### config.mk
export PLATFORM = sky130hd
export DESIGN_NAME = mpr_stagger_readout
export DESIGN_NICKNAME = d
export VERILOG_FILES = /design/src/rtl/mpr_readout_pkg.sv /design/src/rtl/mpr_burst_seq.sv /design/src/rtl/mpr_pattern_store.sv /design/src/rtl/mpr_lane_mux.sv /design/src/rtl/mpr_stagger_readout.sv
export SDC_FILE = /design/constraint.sdc
export NUM_CORES = 1
export LEC_CHECK = 0
export ABC_AREA = 1
export BUFFER_PORTS_ARGS = -buffer_cell sky130_fd_sc_hd__buf_2
export CAP_MARGIN = 40
export CORE_MARGIN = 3
export CORE_UTILIZATION = 48
export CTS_BUF_LIST = sky130_fd_sc_hd__clkbuf_16
export CTS_CLUSTER_DIAMETER = 50
export DETAILED_ROUTE_END_ITERATION = 8
export PLACE_DENSITY = 0.68
export SLEW_MARGIN = 10
export SYNTH_ARGS = -nofsm -noshare
export SYNTH_HDL_FRONTEND = slang
export SYNTH_SLANG_ARGS = --single-unit
### constraint.sdc
create_clock -name clk -period 2.2 [get_ports clk]
set_input_delay 0.22 -clock clk [delete_from_list [all_inputs] [get_ports clk]]
set_output_delay 0.22 -clock clk [all_outputs]
set_load 0.02 [all_outputs]
### src/rtl/mpr_readout_pkg.sv
package mpr_readout_pkg;
  typedef enum logic {
    FMT_PARALLEL = 1'b0,
    FMT_STAGGER  = 1'b1
  } burst_fmt_e;
endpackage

### src/rtl/mpr_burst_seq.sv
module mpr_burst_seq
  import mpr_readout_pkg::*;
#(
  parameter int LOC_W     = 2,
  parameter int BURST_LEN = 8,
  localparam int BEAT_W   = $clog2(BURST_LEN)
) (
  input  logic              clk,
  input  logic              rst,
  input  logic              rd_req,
  input  logic [LOC_W-1:0]  rd_loc,
  input  burst_fmt_e        rd_fmt,
  output logic              act,
  output logic [BEAT_W-1:0] beat,
  output logic [LOC_W-1:0]  cur_loc,
  output burst_fmt_e        cur_fmt,
  output logic              overflow
);
  localparam logic [BEAT_W-1:0] LAST_BEAT = BEAT_W'(BURST_LEN - 1);

  logic             q_vld;
  logic [LOC_W-1:0] q_loc;
  burst_fmt_e       q_fmt;
  logic             slot_free;

  // the output slot after this edge is free when idle or on the final beat
  assign slot_free = !act || (beat == LAST_BEAT);

  always_ff @(posedge clk) begin
    if (rst) begin
      act      <= 1'b0;
      beat     <= '0;
      cur_loc  <= '0;
      cur_fmt  <= FMT_PARALLEL;
      q_vld    <= 1'b0;
      q_loc    <= '0;
      q_fmt    <= FMT_PARALLEL;
      overflow <= 1'b0;
    end else begin
      overflow <= 1'b0;
      if (slot_free) begin
        if (q_vld) begin
          act     <= 1'b1;
          beat    <= '0;
          cur_loc <= q_loc;
          cur_fmt <= q_fmt;
          q_vld   <= rd_req;
          if (rd_req) begin
            q_loc <= rd_loc;
            q_fmt <= rd_fmt;
          end
        end else if (rd_req) begin
          act     <= 1'b1;
          beat    <= '0;
          cur_loc <= rd_loc;
          cur_fmt <= rd_fmt;
        end else begin
          act  <= 1'b0;
          beat <= '0;
        end
      end else begin
        beat <= beat + 1'b1;
        if (rd_req) begin
          if (!q_vld) begin
            q_vld <= 1'b1;
            q_loc <= rd_loc;
            q_fmt <= rd_fmt;
          end else begin
            overflow <= 1'b1;
          end
        end
      end
    end
  end
endmodule

### src/rtl/mpr_pattern_store.sv
module mpr_pattern_store
  import mpr_readout_pkg::*;
#(
  parameter int LOCS  = 4,
  parameter int PAT_W = 8,
  parameter logic [LOCS*PAT_W-1:0] PAT_INIT = '0,
  localparam int LOC_W = $clog2(LOCS)
) (
  input  logic                       clk,
  input  logic                       rst,
  input  logic                       wr_en,
  input  logic [LOC_W-1:0]           wr_loc,
  input  logic [PAT_W-1:0]           wr_data,
  input  logic                       busy,
  input  logic [LOC_W-1:0]           busy_loc,
  input  burst_fmt_e                 busy_fmt,
  output logic [LOCS-1:0][PAT_W-1:0] pats
);
  localparam logic [LOCS-1:0][PAT_W-1:0] INIT_ARR = PAT_INIT;

  logic [LOCS-1:0][PAT_W-1:0] pend_dat;
  logic [LOCS-1:0]            pend_vld;

  for (genvar l = 0; l < LOCS; l++) begin : g_loc
    logic in_use;
    logic hit;
    assign in_use = busy && ((busy_fmt == FMT_STAGGER) || (busy_loc == LOC_W'(l)));
    assign hit    = wr_en && (wr_loc == LOC_W'(l));

    always_ff @(posedge clk) begin
      if (rst) begin
        pats[l]     <= INIT_ARR[l];
        pend_dat[l] <= '0;
        pend_vld[l] <= 1'b0;
      end else if (hit) begin
        if (in_use) begin
          pend_dat[l] <= wr_data;
          pend_vld[l] <= 1'b1;
        end else begin
          pats[l]     <= wr_data;
          pend_vld[l] <= 1'b0;
        end
      end else if (pend_vld[l] && !in_use) begin
        pats[l]     <= pend_dat[l];
        pend_vld[l] <= 1'b0;
      end
    end
  end
endmodule

### src/rtl/mpr_lane_mux.sv
module mpr_lane_mux
  import mpr_readout_pkg::*;
#(
  parameter int LOCS  = 4,
  parameter int PAT_W = 8,
  parameter int LANES = 4,
  localparam int LOC_W  = $clog2(LOCS),
  localparam int BEAT_W = $clog2(PAT_W)
) (
  input  logic [LOCS-1:0][PAT_W-1:0] pats,
  input  logic                       act,
  input  logic [BEAT_W-1:0]          beat,
  input  logic [LOC_W-1:0]           cur_loc,
  input  burst_fmt_e                 cur_fmt,
  output logic [LANES-1:0]           lane_data
);
  logic [BEAT_W-1:0] bit_idx;
  assign bit_idx = BEAT_W'(PAT_W - 1) - beat;

  for (genvar i = 0; i < LANES; i++) begin : g_lane
    logic [LOC_W-1:0] src;
    // rotation wraps naturally because LOCS is a power of two
    assign src          = (cur_fmt == FMT_STAGGER) ? cur_loc + LOC_W'(i) : cur_loc;
    assign lane_data[i] = act & pats[src][bit_idx];
  end
endmodule

### src/rtl/mpr_stagger_readout.sv
module mpr_stagger_readout
  import mpr_readout_pkg::*;
#(
  parameter int LOCS  = 4,
  parameter int PAT_W = 8,
  parameter int LANES = 4,
  parameter logic [LOCS*PAT_W-1:0] PAT_INIT = 32'h000F_3355,
  localparam int LOC_W  = $clog2(LOCS),
  localparam int BEAT_W = $clog2(PAT_W)
) (
  input  logic              clk,
  input  logic              rst,
  input  logic              wr_en,
  input  logic [LOC_W-1:0]  wr_loc,
  input  logic [PAT_W-1:0]  wr_data,
  input  logic              rd_req,
  input  logic [LOC_W-1:0]  rd_loc,
  input  logic              stagger_mode,
  output logic [LANES-1:0]  lane_data,
  output logic              data_valid,
  output logic              overflow
);
  logic                       act;
  logic [BEAT_W-1:0]          beat;
  logic [LOC_W-1:0]           cur_loc;
  burst_fmt_e                 cur_fmt;
  burst_fmt_e                 rd_fmt;
  logic [LOCS-1:0][PAT_W-1:0] pats;
  logic                       burst_stag;

  assign rd_fmt     = stagger_mode ? FMT_STAGGER : FMT_PARALLEL;
  assign burst_stag = (cur_fmt == FMT_STAGGER);
  assign data_valid = act;

  mpr_burst_seq #(.LOC_W(LOC_W), .BURST_LEN(PAT_W)) u_seq (
    .clk(clk), .rst(rst), .rd_req(rd_req), .rd_loc(rd_loc), .rd_fmt(rd_fmt),
    .act(act), .beat(beat), .cur_loc(cur_loc), .cur_fmt(cur_fmt),
    .overflow(overflow)
  );

  mpr_pattern_store #(.LOCS(LOCS), .PAT_W(PAT_W), .PAT_INIT(PAT_INIT)) u_store (
    .clk(clk), .rst(rst), .wr_en(wr_en), .wr_loc(wr_loc), .wr_data(wr_data),
    .busy(act), .busy_loc(cur_loc), .busy_fmt(cur_fmt), .pats(pats)
  );

  mpr_lane_mux #(.LOCS(LOCS), .PAT_W(PAT_W), .LANES(LANES)) u_mux (
    .pats(pats), .act(act), .beat(beat), .cur_loc(cur_loc), .cur_fmt(cur_fmt),
    .lane_data(lane_data)
  );
endmodule

==> metrics.yaml <==
outcome:
  violations: "setup timing"
  status: "finished, violations left"
sta:
  clock_skew_ns: 0.01151
  hold_viol: 0
  setup_viol: 2
  setup_slack_ns: -0.04676
  final.min_clock_period_ns: 2.247
  hold_ws_ns: 0.1481
  rsz0062_at_grt: "yes"
  relSlewSlack_pct: 65.59
  worstMarginPinSlew_ns: 0.5128
  maxSlewViolCount: 0
  setup_tns_ns: -0.09156
  fin_crit_sh_pct: 102.1
  max_clock_freq_mhz: 445.1
power_and_ir_drop:
  p_comb_share_pct: 24.6
  powerDensity_nw_per_um2: 774.3
  pwr-share-clk_pct: 36.8
  leakage_nw: 2.111
  p_sw_share_pct: 31.64
  ir_drop_mv: 0.3898
  cell_internal_pwr_mw: 2.756
  p_sw_mw: 1.275
  power.share.sequential_pct: 38.5
detailed_routing:
  antenna_left: 0
  drt_iter0_markers: 206
  totalWireLength_um: 12790
  drc: 0
  drtPass1Iterations: 5
  vias: 4374
  viasPerCell: 5.644
  wire_per_inst_um: 16.50
synth:
  syn_nets: 652
  synth_area_um2: 4345
  synth_edf_count: 0
  synth_top_cell_by_area: "dfxtp_1"
  syn_area_per_cell_um2: 6.908
  synth_area_leaders: "dfxtp_1 (37%), nand2_1 (11%), nand3_1 (8.6%), o21ai_0 (7.7%), o211ai_1 (5.2%)"
  ys_seq_elements: 80
  ys.flop_type: "dfxtp_1"
  synthCells: 629
  yosysWarnings: 0
  synth_cell_types: 29
  synthArstFlopShare_pct: 0
  yosysSeqAreaShare_pct: 36.86
  synth_top_area_share_pct: 36.86
place:
  placed_area_um2: 4642
  finalWeightedCongestion: 0.9053
  portBuffers: 22
  hpwlAfterDp_um: 9521
global_routing:
  antenna_found_initial: 0
  grt_pass1_wl_um: 20470
  grt-ovfl-total: 0
  gr-usage-all-layers_pct: 25.75
  grt_max_degree: 37
  grt_pass1_vias: 3934
cts:
  cts_buffers: 9
  root_buffer: "clkbuf_16"
  clk_pin_slew_ns: 0.07
  clkLatencyLatePin_ns: 0.33
  cts_tree: "built"
  cts_buffer_depth: 2
  cts_htree_levels: 3
  ctsHoldBuffers: 0
  cts_sinks: 80
layout:
  seqCellArea_um2: 1608
  area_growth_pct: 19.81
  multiInputGateArea_um2: 2476
  final_nets: 685
  fin_util_pct: 59.41
  mostFrequentLayoutCell: "nand2_1"
  final_area_um2: 5206
  fillers: 832
  drive_gt1_share_pct: 20.09
  final_cell_mix: "nand2_1 (124), dfxtp_1 (77), o21ai_0 (61), nand3_1 (61), inv_1 (57)"
  antenna_cells: 0
job:
  maxCapViolCount: 0
die:
  die_y_um: 101.1
  die_x_um: 101.1
  start_util_pct: 49.59
  core_area_um2: 8763
  die_area_um2: 10230
  pin_count: 23
  rows: 34
critical_path:
  crit_arrival_ns: 2.03
  crit_required_ns: 1.98
  critPathKind: "flop to output port"
  worstSetupEndpointType: "output port"
  worstSetupStartpointType: "flop"
  cp_max_fo: 8
worst_hold_path:
  hold_class: "input port to flop"
worst max-delay path, stage by stage, from the launching register on:
cell	delay [ns]
dfxtp_4	0.37
inv_4	0.04
ha_4	0.31
inv_4	0.05
o21ai_4	0.26
nand3_2	0.10
nand3_1	0.08
nand3_1	0.08
nand3_1	0.11
nand2_2	0.07
nor2_4	0.10
buf_6	0.12
timing repair:
action,4_1_cts,5_1_grt
gates cloned,0,1
endpoints found under the setup margin,3,4
gates resized for setup,36,19
pin swaps,16,10
setup buffers,4,5
cells in the mapped netlist (all sizes together), types with 6 or more instances:
cell and instances:
o21ai 83, a21oi 39, inv 71, a211oi 14
o211ai 30, dfxtp 80, nor3 8, clkbuf 14
nand2 134, ha 6, buf 19, nor2 36
nand3 75, a31oi 14
worst paths after layout:
| check | endpoint | slack (ns) | cells after the start | startpoint |
|---|---|---|---|---|
| setup reg to reg | u_store.pats[20] | 0.28 | 8 | u_seq.cur_loc[0] |
| hold / removal | u_seq.overflow | 0.15 | 3 | rd_req |
| setup / recovery | lane_data[3] | -0.05 | 11 | u_seq.cur_loc[0] |
| hold reg to reg | u_store.pend_dat[28] | 0.45 | 2 | u_store.pend_dat[28] |
routing by layer:
metal	vias up	part of all wire [%]	GRT usage, %	wire length [um]
met3	23	4.9	4.339	622
met4	0	2.2	9.100	277
li1	2205	-	-	-
met2	123	46	40.04	5943
met1	2023	46	36.15	5947
met5	-	0	0	0
per-stage QoR:
stage	total power, mW	worst slack, ns	std cells
2_1_floorplan	2.156	-0.01734	629
3_3_place_gp	2.406	0.1104	749
3_5_place_dp	2.413	0.1061	749
4_1_cts	3.976	-0.05152	769
5_1_grt	4.220	-0.1568	775
6_report	4.031	-0.04676	775
area by class of cell:
type | instances | area share (%)
clock buffers | 9 | 4.326
clock inverters | 7 | 1.394
inverters | 74 | 5.431
multi-input cells | 443 | 47.56
flip-flops and latches | 80 | 30.88
well taps | 108 | 2.596
repair buffers | 54 | 7.811
logic make-up after synthesis:
group	synth area share [%]
buffers and inverters	10.45
flip-flops	36.86
AND/OR/NAND/NOR	26.58
AO/OA/AOI/OAI	24.39
adder cells (fa/ha/maj)	1.728
flip-flops by register name, summed over array words and instances (netlist names), 2 cells and up:
| register | cells |
|---|---|
| u_store.pats | 32 |
| u_store.pend_dat | 32 |
| u_store.pend_vld | 4 |
| u_seq.beat | 3 |
| u_seq.cur_loc | 2 |
| u_seq.q_loc | 2 |
power by group through the flow:
stage | combinational [mW] | clock [mW] | sequential (mW)
after floorplan | 0.585 | 0 | 1.57
after global placement | 0.828 | 0 | 1.58
after detailed placement | 0.832 | 0 | 1.58
after CTS | 0.922 | 1.50 | 1.55
after global routing | 1.10 | 1.57 | 1.56
final | 0.993 | 1.48 | 1.55
(Power assumes the default switching activity.)
